**src/rtl/tcf_pkg.sv**
```systemverilog
package tcf_pkg;

  localparam int PE_W    = 2;
  localparam int ASID_W  = 8;
  localparam int MODE_W  = 2;
  localparam int RUN_W   = 2;
  localparam int CAUSE_W = 3;

  // Status word, MSB first: pe[18:17] asid[16:9] mode[8:7] run[6:5]
  // dirty[4] dslot[3] halt[2] active[1] alloc[0]
  typedef struct packed {
    logic [PE_W-1:0]   pe;
    logic [ASID_W-1:0] asid;
    logic [MODE_W-1:0] mode;
    logic [RUN_W-1:0]  run;
    logic              dirty;
    logic              dslot;
    logic              halt;
    logic              active;
    logic              alloc;
  } ctx_stat_t;

  localparam int STAT_W = $bits(ctx_stat_t);

  localparam logic [CAUSE_W-1:0] CAUSE_NO_CTX = CAUSE_W'(1);
  localparam logic [RUN_W-1:0]   RUN_GO       = '0;

endpackage

```
**src/rtl/tcf_ctx_store.sv**
```systemverilog
module tcf_ctx_store
  import tcf_pkg::*;
#(
  parameter int NUM_CTX = 4,
  parameter int CTX_W   = 2,
  parameter int ADDR_W  = 32
) (
  input  logic              clk,
  input  logic              rst,
  input  logic              sw_we,
  input  logic [CTX_W-1:0]  sw_widx,
  input  ctx_stat_t         sw_wdata,
  input  logic              fk_we,
  input  logic [CTX_W-1:0]  fk_idx,
  input  ctx_stat_t         fk_stat,
  input  logic [ADDR_W-1:0] fk_start,
  input  logic [CTX_W-1:0]  rd_idx,
  output ctx_stat_t         stat_all [NUM_CTX],
  output ctx_stat_t         rd_stat,
  output logic [ADDR_W-1:0] rd_restart
);

  logic [ADDR_W-1:0] restart_mem [NUM_CTX];

  // Status words live in flops: the scan needs all of them at once.
  for (genvar g = 0; g < NUM_CTX; g++) begin : g_stat
    always_ff @(posedge clk) begin
      if (rst) begin
        stat_all[g] <= '0;
      end else if (fk_we && (fk_idx == CTX_W'(g))) begin
        stat_all[g] <= fk_stat;             // fork beats a same-edge write
      end else if (sw_we && (sw_widx == CTX_W'(g))) begin
        stat_all[g] <= sw_wdata;
      end
    end
  end

  // Restart addresses: one write port, one registered read port.
  always_ff @(posedge clk) begin
    if (fk_we) begin
      restart_mem[fk_idx] <= fk_start;
    end
  end

  always_ff @(posedge clk) begin
    if (rst) begin
      rd_restart <= '0;
      rd_stat    <= '0;
    end else begin
      rd_restart <= restart_mem[rd_idx];
      rd_stat    <= stat_all[rd_idx];
    end
  end

endmodule

```
**src/rtl/tcf_scan.sv**
```systemverilog
module tcf_scan
  import tcf_pkg::*;
#(
  parameter int NUM_CTX = 4,
  parameter int CTX_W   = 2
) (
  input  ctx_stat_t        stat_all [NUM_CTX],
  input  logic [CTX_W-1:0] cfg_last,
  input  logic [PE_W-1:0]  parent_pe,
  output logic             found,
  output logic [CTX_W-1:0] pick
);

  logic [NUM_CTX-1:0] qual;

  for (genvar g = 0; g < NUM_CTX; g++) begin : g_qual
    assign qual[g] = (CTX_W'(g) <= cfg_last) &&
                     (stat_all[g].pe == parent_pe) &&
                     stat_all[g].alloc &&
                     !stat_all[g].halt &&
                     !stat_all[g].active;
  end

  // Lowest index wins: walk downward so the last hit is the smallest.
  always_comb begin
    found = 1'b0;
    pick  = '0;
    for (int i = NUM_CTX - 1; i >= 0; i--) begin
      if (qual[i]) begin
        found = 1'b1;
        pick  = CTX_W'(i);
      end
    end
  end

endmodule

```
**src/rtl/tcf_commit.sv**
```systemverilog
module tcf_commit
  import tcf_pkg::*;
#(
  parameter int CTX_W  = 2,
  parameter int ADDR_W = 32,
  parameter int DATA_W = 32,
  parameter int RIDX_W = 5
) (
  input  logic               clk,
  input  logic               rst,
  input  logic               req_valid,
  input  logic [MODE_W-1:0]  req_mode,
  input  logic [ADDR_W-1:0]  req_start,
  input  logic [RIDX_W-1:0]  req_reg,
  input  logic [DATA_W-1:0]  req_value,
  input  logic               found,
  input  logic [CTX_W-1:0]   pick,
  input  ctx_stat_t          pick_stat,
  input  logic [ASID_W-1:0]  parent_asid,
  output logic               fk_we,
  output logic [CTX_W-1:0]   fk_idx,
  output ctx_stat_t          fk_stat,
  output logic [ADDR_W-1:0]  fk_start,
  output logic               ack,
  output logic               ack_ok,
  output logic [CTX_W-1:0]   ack_ctx,
  output logic               exc_valid,
  output logic [CAUSE_W-1:0] exc_cause,
  output logic               rf_we,
  output logic [CTX_W-1:0]   rf_ctx,
  output logic [RIDX_W-1:0]  rf_idx,
  output logic [DATA_W-1:0]  rf_data
);

  logic accept;

  assign accept   = req_valid && !ack;
  assign fk_we    = accept && found;
  assign fk_idx   = pick;
  assign fk_start = req_start;

  always_comb begin
    fk_stat        = pick_stat;
    fk_stat.active = 1'b1;
    fk_stat.run    = RUN_GO;
    fk_stat.dslot  = 1'b0;
    fk_stat.dirty  = 1'b1;
    fk_stat.mode   = req_mode;
    fk_stat.asid   = parent_asid;
  end

  always_ff @(posedge clk) begin
    if (rst) begin
      ack       <= 1'b0;
      ack_ok    <= 1'b0;
      ack_ctx   <= '0;
      exc_valid <= 1'b0;
      exc_cause <= '0;
      rf_we     <= 1'b0;
      rf_ctx    <= '0;
      rf_idx    <= '0;
      rf_data   <= '0;
    end else begin
      ack       <= accept;
      ack_ok    <= accept && found;
      exc_valid <= accept && !found;
      rf_we     <= accept && found;
      if (accept && found) begin
        ack_ctx <= pick;
        rf_ctx  <= pick;
        rf_idx  <= req_reg;
        rf_data <= req_value;
      end
      if (accept && !found) begin
        exc_cause <= CAUSE_NO_CTX;
      end
    end
  end

endmodule

```
**src/rtl/tc_fork_alloc.sv**
```systemverilog
module tc_fork_alloc
  import tcf_pkg::*;
#(
  parameter int NUM_CTX = 4,
  parameter int ADDR_W  = 32,
  parameter int DATA_W  = 32,
  parameter int RIDX_W  = 5,
  localparam int CTX_W  = (NUM_CTX > 1) ? $clog2(NUM_CTX) : 1
) (
  input  logic               clk,
  input  logic               rst,
  input  logic [CTX_W-1:0]   cfg_last_ctx,
  input  logic               req_valid,
  input  logic [CTX_W-1:0]   req_parent,
  input  logic [MODE_W-1:0]  req_mode,
  input  logic [ADDR_W-1:0]  req_start,
  input  logic [RIDX_W-1:0]  req_reg,
  input  logic [DATA_W-1:0]  req_value,
  output logic               ack,
  output logic               ack_ok,
  output logic [CTX_W-1:0]   ack_ctx,
  output logic               exc_valid,
  output logic [CAUSE_W-1:0] exc_cause,
  output logic               rf_we,
  output logic [CTX_W-1:0]   rf_ctx,
  output logic [RIDX_W-1:0]  rf_idx,
  output logic [DATA_W-1:0]  rf_data,
  input  logic               st_we,
  input  logic [CTX_W-1:0]   st_widx,
  input  logic [STAT_W-1:0]  st_wdata,
  input  logic [CTX_W-1:0]   st_ridx,
  output logic [STAT_W-1:0]  st_rdata,
  output logic [ADDR_W-1:0]  st_rrestart
);

  ctx_stat_t         stat_all [NUM_CTX];
  ctx_stat_t         rd_stat;
  ctx_stat_t         fk_stat;
  logic              fk_we;
  logic [CTX_W-1:0]  fk_idx;
  logic [ADDR_W-1:0] fk_start;
  logic              found;
  logic [CTX_W-1:0]  pick;

  assign st_rdata = rd_stat;

  tcf_ctx_store #(
    .NUM_CTX(NUM_CTX), .CTX_W(CTX_W), .ADDR_W(ADDR_W)
  ) store_i (
    .clk       (clk),
    .rst       (rst),
    .sw_we     (st_we),
    .sw_widx   (st_widx),
    .sw_wdata  (ctx_stat_t'(st_wdata)),
    .fk_we     (fk_we),
    .fk_idx    (fk_idx),
    .fk_stat   (fk_stat),
    .fk_start  (fk_start),
    .rd_idx    (st_ridx),
    .stat_all  (stat_all),
    .rd_stat   (rd_stat),
    .rd_restart(st_rrestart)
  );

  tcf_scan #(
    .NUM_CTX(NUM_CTX), .CTX_W(CTX_W)
  ) scan_i (
    .stat_all (stat_all),
    .cfg_last (cfg_last_ctx),
    .parent_pe(stat_all[req_parent].pe),
    .found    (found),
    .pick     (pick)
  );

  tcf_commit #(
    .CTX_W(CTX_W), .ADDR_W(ADDR_W), .DATA_W(DATA_W), .RIDX_W(RIDX_W)
  ) commit_i (
    .clk        (clk),
    .rst        (rst),
    .req_valid  (req_valid),
    .req_mode   (req_mode),
    .req_start  (req_start),
    .req_reg    (req_reg),
    .req_value  (req_value),
    .found      (found),
    .pick       (pick),
    .pick_stat  (stat_all[pick]),
    .parent_asid(stat_all[req_parent].asid),
    .fk_we      (fk_we),
    .fk_idx     (fk_idx),
    .fk_stat    (fk_stat),
    .fk_start   (fk_start),
    .ack        (ack),
    .ack_ok     (ack_ok),
    .ack_ctx    (ack_ctx),
    .exc_valid  (exc_valid),
    .exc_cause  (exc_cause),
    .rf_we      (rf_we),
    .rf_ctx     (rf_ctx),
    .rf_idx     (rf_idx),
    .rf_data    (rf_data)
  );

endmodule

```
**config.mk**
```make
export PLATFORM = sky130hd
export DESIGN_NAME = tc_fork_alloc
export DESIGN_NICKNAME = d
export VERILOG_FILES = /design/src/rtl/tcf_pkg.sv /design/src/rtl/tcf_ctx_store.sv /design/src/rtl/tcf_scan.sv /design/src/rtl/tcf_commit.sv /design/src/rtl/tc_fork_alloc.sv
export SDC_FILE = /design/constraint.sdc
export NUM_CORES = 1
export LEC_CHECK = 0
export ABC_AREA = 1
export BUFFER_PORTS_ARGS = -buffer_cell sky130_fd_sc_hd__clkbuf_2
export CELL_PAD_IN_SITES_DETAIL_PLACEMENT = 0
export CELL_PAD_IN_SITES_GLOBAL_PLACEMENT = 1
export CORE_ASPECT_RATIO = 1.1
export CORE_MARGIN = 5
export CORE_UTILIZATION = 42
export DETAILED_ROUTE_END_ITERATION = 8
export PLACE_DENSITY = 0.89
export SETUP_SLACK_MARGIN = 0.3
export SLEW_MARGIN = 25
export SYNTH_ARGS = -nofsm -noshare
export SYNTH_HDL_FRONTEND = slang
export SYNTH_SLANG_ARGS = --single-unit
```
**constraint.sdc**
```tcl
create_clock -name clk -period 3.4 [get_ports clk]
set_input_delay 0.17 -clock clk [delete_from_list [all_inputs] [get_ports clk]]
set_output_delay 0.17 -clock clk [all_outputs]
set_load 0.01 [all_outputs]
```
**Yosys cells after proc, flatten, opt, wreduce, memory -nomap -nowiden**

Memory sizes are Yosys's and may differ from the RTL's. A register that Yosys moved wholly into a read port is not among the register bits.
Index checks and enable logic that the tools add are counted.

- Flip-flop bits (word level): 138
- Bits in writable memories: 128
- Bits of input ports: 102
- Output and inout port bits: 99
- Logic and storage cells: 147
- Memories kept: 1

- $lt $le $gt $ge: 7
- Equality and inequality tests: 10
- Mux-type cells: 27
- Bitwise gates (word level): 3
- Reduce and logical (&&, ||, !) cells: 47

Memories:

| memory | words | width | read ports | clocked after memory_dff | wr ports | RTL line | source |
|---|---|---|---|---|---|---|---|
| store_i.restart_mem | 4 | 32 | 1 | 1 | 1 | tcf_ctx_store.sv:23 | `logic [ADDR_W-1:0] restart_mem [NUM_CTX];` |

Operators by type and width:

| kind | count |
|---|---|
| $mux 19 | 14 |
| $bmux 19 s2 | 3 |
| $logic_and 1x1->1 | 27 |
| $logic_not 1->1 | 10 |
| $ge 3x3->1 const B | 3 |
| $not 2->3 | 3 |
| $eq 2x2->1 | 4 |
| $eq 2x2->1 const B | 4 |
| $mux 2 | 4 |
| $reduce_bool 2->1 | 4 |
| $reduce_or 2->1 | 4 |
| $mux 1 | 6 |
| $eq 2x1->1 const B | 2 |
| $le 1x2->1 const A | 2 |
| $le 2x2->1 const A | 2 |
| $logic_not 2->1 | 2 |

**Logic depth before layout (Yosys ltp)**

- Depth in word-level cells: 18
- Mapped depth: 18
- Gate-level depth less buffers: 16

**Cells and area by module**

From an unflattened synthesis, not the netlist that was laid out.

- Cell total of the unflattened synthesis: 1852
- Area total of the unflattened synthesis: 14091.0 µm²

Modules (own cells, without submodules):

| module | times used | cells each | area each (µm²) | seq. area each (µm²) |
|---|---|---|---|---|
| tcf_ctx_store | 1 | 1186 | 10452.5 | 6386.1 |
| tcf_commit | 1 | 321 | 2180.8 | 860.8 |
| tc_fork_alloc | 1 | 299 | 1238.7 | 0.0 |
| tcf_scan | 1 | 46 | 219.0 | 0.0 |

**Worst setup path after synthesis**

No wires, ideal clock.

- Path kind: register to register
- Start point: register, netlist name store_i.stat_all[55]
- End point: memory store_i.restart_mem[3][0], enable pin
- Library setup time: 387 ps
- Arrival: 2091 ps
- Data required time: 3013 ps
- Setup slack: 922 ps
- Cell stages (with the launch flop): 14
- Path buffers: 1
- Clock period less this slack: 2478 ps
- Cells stage by stage: dfxtp_1 -> nand2_1 -> nand3_2 -> nand2_2 -> nand2_1 -> nand2_1 -> nor2_1 -> nand2_1 -> nand2_1 -> nand2_4 -> nor2_8 -> nand2_4 -> buf_6 -> inv_1

- Word-level cells in the longest chain between the ends: 15
- Elaborated cells between the ends (all ways): 34
- Classes of those cells: eq/ne: 4; mux: 13; reduce/logical: 17

RTL lines:

| element | RTL line | source |
|---|---|---|
| $bmux 19 s2 | tc_fork_alloc.sv:70 | `.parent_pe(stat_all[req_parent].pe),` |
| $mux 19 (2 in a row) | -- |  |
| $eq 2x2->1 | tcf_scan.sv:18 | `(stat_all[g].pe == parent_pe) &&` |
| $logic_and 1x1->1 | tcf_scan.sv:17 | `assign qual[g] = (CTX_W'(g) <= cfg_last) &&` |
| $logic_and 1x1->1 | tcf_scan.sv:18 |  |
| $logic_and 1x1->1 | tcf_scan.sv:19 | `stat_all[g].alloc &&` |
| $logic_and 1x1->1 | tcf_scan.sv:20 | `!stat_all[g].halt &&` |
| $mux 1 (4 in a row) | tcf_scan.sv:29 | `if (qual[i]) begin` |
| $logic_and 1x1->1 | tcf_commit.sv:38 | `assign fk_we = accept && found;` |
| $mux 1 | tcf_ctx_store.sv:40 | `if (fk_we) begin` |
| $mux 1 (not written as such) | tcf_ctx_store.sv:41 | `restart_mem[fk_idx] <= fk_start;` |
| end: declaration | tcf_ctx_store.sv:23 |  |

Parallel ways exist; a longest one is shown, timed or not. The select of a mux whose other input is x is not followed.

**Worst setup path after layout**

- Start point: register, netlist name store_i.stat_all[55]
- End point: register, netlist name store_i.stat_all[8]

- Word-level cells in the longest chain between the ends: 15
- Elaborated cells between the ends (all ways): 36
- Classes of those cells: eq/ne: 5; mux: 12; reduce/logical: 19

RTL lines:

| element | RTL line | source |
|---|---|---|
| $bmux 19 s2 | tc_fork_alloc.sv:70 |  |
| $mux 19 (2 in a row) | -- |  |
| $eq 2x2->1 | tcf_scan.sv:18 |  |
| $logic_and 1x1->1 | tcf_scan.sv:17 |  |
| $logic_and 1x1->1 | tcf_scan.sv:18 |  |
| $logic_and 1x1->1 | tcf_scan.sv:19 |  |
| $logic_and 1x1->1 | tcf_scan.sv:20 |  |
| $mux 2 / $mux 1 (equally long branches) (4 in a row) | tcf_scan.sv:29 |  |
| $eq 2x2->1 / $logic_and 1x1->1 (equally long branches) | tcf_ctx_store.sv:30, tcf_commit.sv:38 |  |
| $logic_and 1x1->1 (*) | tcf_ctx_store.sv:30 | `end else if (fk_we && (fk_idx == CTX_W'(g))) begin` |
| $mux 19 / $reduce_bool 2->1 (equally long branches) | -- |  |

Mark *: on every way between the ends. The rest lies on a longest branch, timed or not. The select of a mux whose other input is x is not followed.
A chain may end at the register's enable or synchronous reset.

==> results.ini <==
[logic_synthesis]
synth_top_area_cell = edfxtp_1
synth_fa_ha_area_frac = 0
ys.warnings.count = 0
synth_top_family_by_area = simple AND/OR/NAND/NOR gates
synth_simple_gate_area_frac = 0.194
ys_top_cells_by_area = edfxtp_1 (32%), dfxtp_1 (28%), nor2_1 (7.5%), a21oi_1 (6.9%), o21ai_0 (5.9%)
synthXorXnorAreaFrac = 0.000721
yosys.area.top_type_share = 0.316
synth_cells = 1390
synthMuxAreaShare = 0.00165
synth.yosys.seq_area_share = 0.596
ys_ff_latch = 298
synth_cell_type_count = 30
syn_area_um2 = 12200
synth-compound-area-share = 0.143
syn_area_per_cell_um2 = 8.74

[clock_network]
post_cts_buffers = 0
clock_path_buffers = 3
htree_levels = 1
cts_tree = yes
cts_root_buffer = clkbuf_16
cts.sinks = 298
cts_buffers = 31
clk_latency_ps = 570
path_clk_slew_ps = 60

[sta]
setup_viol = 0
rsz0062_at_grt = false
fin_crit_ps = 2870
final.period_utilization = 0.845
maxSlewHeadroom = 0.355
clock-skew-final_ps = 7.86
worst_pin_slew_ps = 967
finalSetupTns_ps = 0
finalHoldViolations = 0
fmax_mhz = 348
whs_ps = 19.1
drv_slew = 0

[global_route]
grt_overflow_total = 0
grt_pass1_wl_um = 54400
antenna_found_initial = 1
grt.total_usage = 0.206
grt_pass1_vias = 10203
grt_max_degree = 86

[worst_setup_path]
critPathArrivalTime_ps = 3390
slowest_stage = dlygate4sd3_1
cp_max_fo = 17
critPathMaxStageDelay_ps = 550
critical_path_class = flop to flop
crit_chain = nand2_1 > nand3_2 > nand2_2 > nand2_1 > nand2_1 > nor2_2 > nand2_2 > nand2_4 > nand2_4 > nor2_1 > nand2_1 > nand2_1 > dlygate4sd3_1
endpoint_kind = flop
critPathLaunchType = flop
crit_family = simple AND/OR/NAND/NOR gates
crit_top_cell = nand2_1
cp.required_ps = 3910
crit_buf_inv = 1

[routing]
drt-initial-drc-count = 740
ant_nets = 0
routedWlPerCell_um = 17.0
drt-total-wl_um = 34600
dr.pass1.iters = 5
viasPerCell = 5.16
drc = 0
num_vias = 10505

[placement]
placed_area_um2 = 13500
placedCellCount = 1892
place.gp.congestion = 0.940
io_buffer_count = 198
hpwl_um = 21700

[die]
io-pin-count = 201
coreArea_um2 = 28600
die_w_um = 172
initial_utilization = 0.424
placementRows = 65
die-height_um = 188
die_area_um2 = 32400

[cells_and_area]
drive_above_1_share = 0.180
finalNonFillerCells = 2037
fin_nets = 1745
final_cell_area_um2 = 15400
areaGrowthSynthToFinish_pct = 26.5

[pwr]
power_density_nw_per_um2 = 527
power.leakage_nw = 6.08
irDropWorstVdd_mv = 0.473

[flow_run]
maxCapViolCount = 0

[run_status]
run_status = complete, no violations

[min_path]
min_path_type = primary input to flop

-- logic make-up after synthesis --
| kind of cell | Yosys count |
|---|---|
| AOI/OAI and AO/OA | 340 |
| xor gates and xnor gates | 1 |
| buffers and inverters | 188 |
| DFF | 298 |
| muxes | 2 |
| other | 1 |
| and+or+nand+nor | 560 |
-- placed cells by master (no fill, tap or decap), types with 7 or more instances in the layout --
master	n
clkinv_1	8
o21ai_1	14
clkbuf_2	196
nand2_1	180
clkinv_2	7
buf_4	23
edfxtp_1	128
clkbuf_16	31
nor2_1	243
o21ai_0	144
dlygate4sd3_1	86
nand3_1	111
a32oi_1	8
a21oi_1	167
dfxtp_1	170
inv_1	89
-- final timing paths --
kind              slack [ps]  depth (start not counted)                 start              endpoint
hold / removal            20                          5          st_wdata[14]  store_i.stat_all[52]
hold reg to reg          460                          2  commit_i.rf_data[28]  commit_i.rf_data[28]
setup / recovery         530                         13  store_i.stat_all[55]   store_i.stat_all[8]
setup reg to reg         530                         13  store_i.stat_all[55]   store_i.stat_all[8]
-- metal layers --
metal	GRT usage	routed length (µm)
met4	0.0617	1000
met5	0	11
met3	0.0294	2340
met2	0.343	16500
met1	0.280	14700
-- cell type report --
cell class              count  area, µm²
flip-flops and latches    298       7250
diodes                      1       2.50
fillers                  2563      13300
clock inverters            21        228
inverters                  98        368
clock buffers              37        828
multi-input cells         905       4160
repair buffers            309       2080
well taps                 368        460
-- metrics by stage --
| stage | setup WS (ps) | power [mW] | util |
|---|---|---|---|
| after floorplan | 922 | 4.34 | - |
| after global placement | 973 | 4.60 | 0.470 |
| after detailed placement | 928 | 4.61 | 0.470 |
| after CTS | 601 | 8.17 | 0.537 |
| after global routing | 319 | 8.42 | 0.537 |
| final | 526 | 8.10 | 0.537 |
-- worst register-to-register path: stages, from the launching register on --
cell,delay (ps)
dfxtp_1,450
nand2_1,100
nand3_2,130
nand2_2,90
nand2_1,60
nand2_1,60
nor2_2,270
nand2_2,180
nand2_4,210
nand2_4,180
nor2_1,360
nand2_1,90
nand2_1,80
dlygate4sd3_1,550
-- repair_timing --
action | in CTS | in global routing
hold buffers | 86 | 0
endpoints found under the hold margin | 204 | 0
resized for setup | 0 | 0
-- flip-flops by register name, indices dropped and copies added, names as in the netlist --
signal and flops:
commit_i.rf_idx 5, commit_i.rf_data 32, commit_i.rf_ctx 2, store_i.restart_mem 128, commit_i.rf_we 1, commit_i.ack 1, commit_i.exc_valid 1, commit_i.exc_cause 1
store_i.rd_stat 19, store_i.rd_restart 32, store_i.stat_all 76
-- synth_stat cells, drive strengths merged --
master / instances
nor2: 249
nand2: 187
dfxtp: 170
a21oi: 167
o21ai: 158
edfxtp: 128
nand3: 116
inv: 95
clkbuf: 59
buf: 31
a32oi: 8
nor3: 7
a31oi: 6
clkinv: 3
mux2i: 2
a211oi: 1
conb: 1
nand4: 1
xor2: 1
-- where the power goes --
| part | internal, mW | total, mW | switching (mW) |
|---|---|---|---|
| Clock | 2.05 | 3.48 | 1.44 |
| Sequential | 3.83 | 3.88 | 0.0476 |
| Combinational | 0.279 | 0.743 | 0.464 |
| Total | 6.15 | 8.10 | 1.95 |
(Power assumes the default switching activity.)
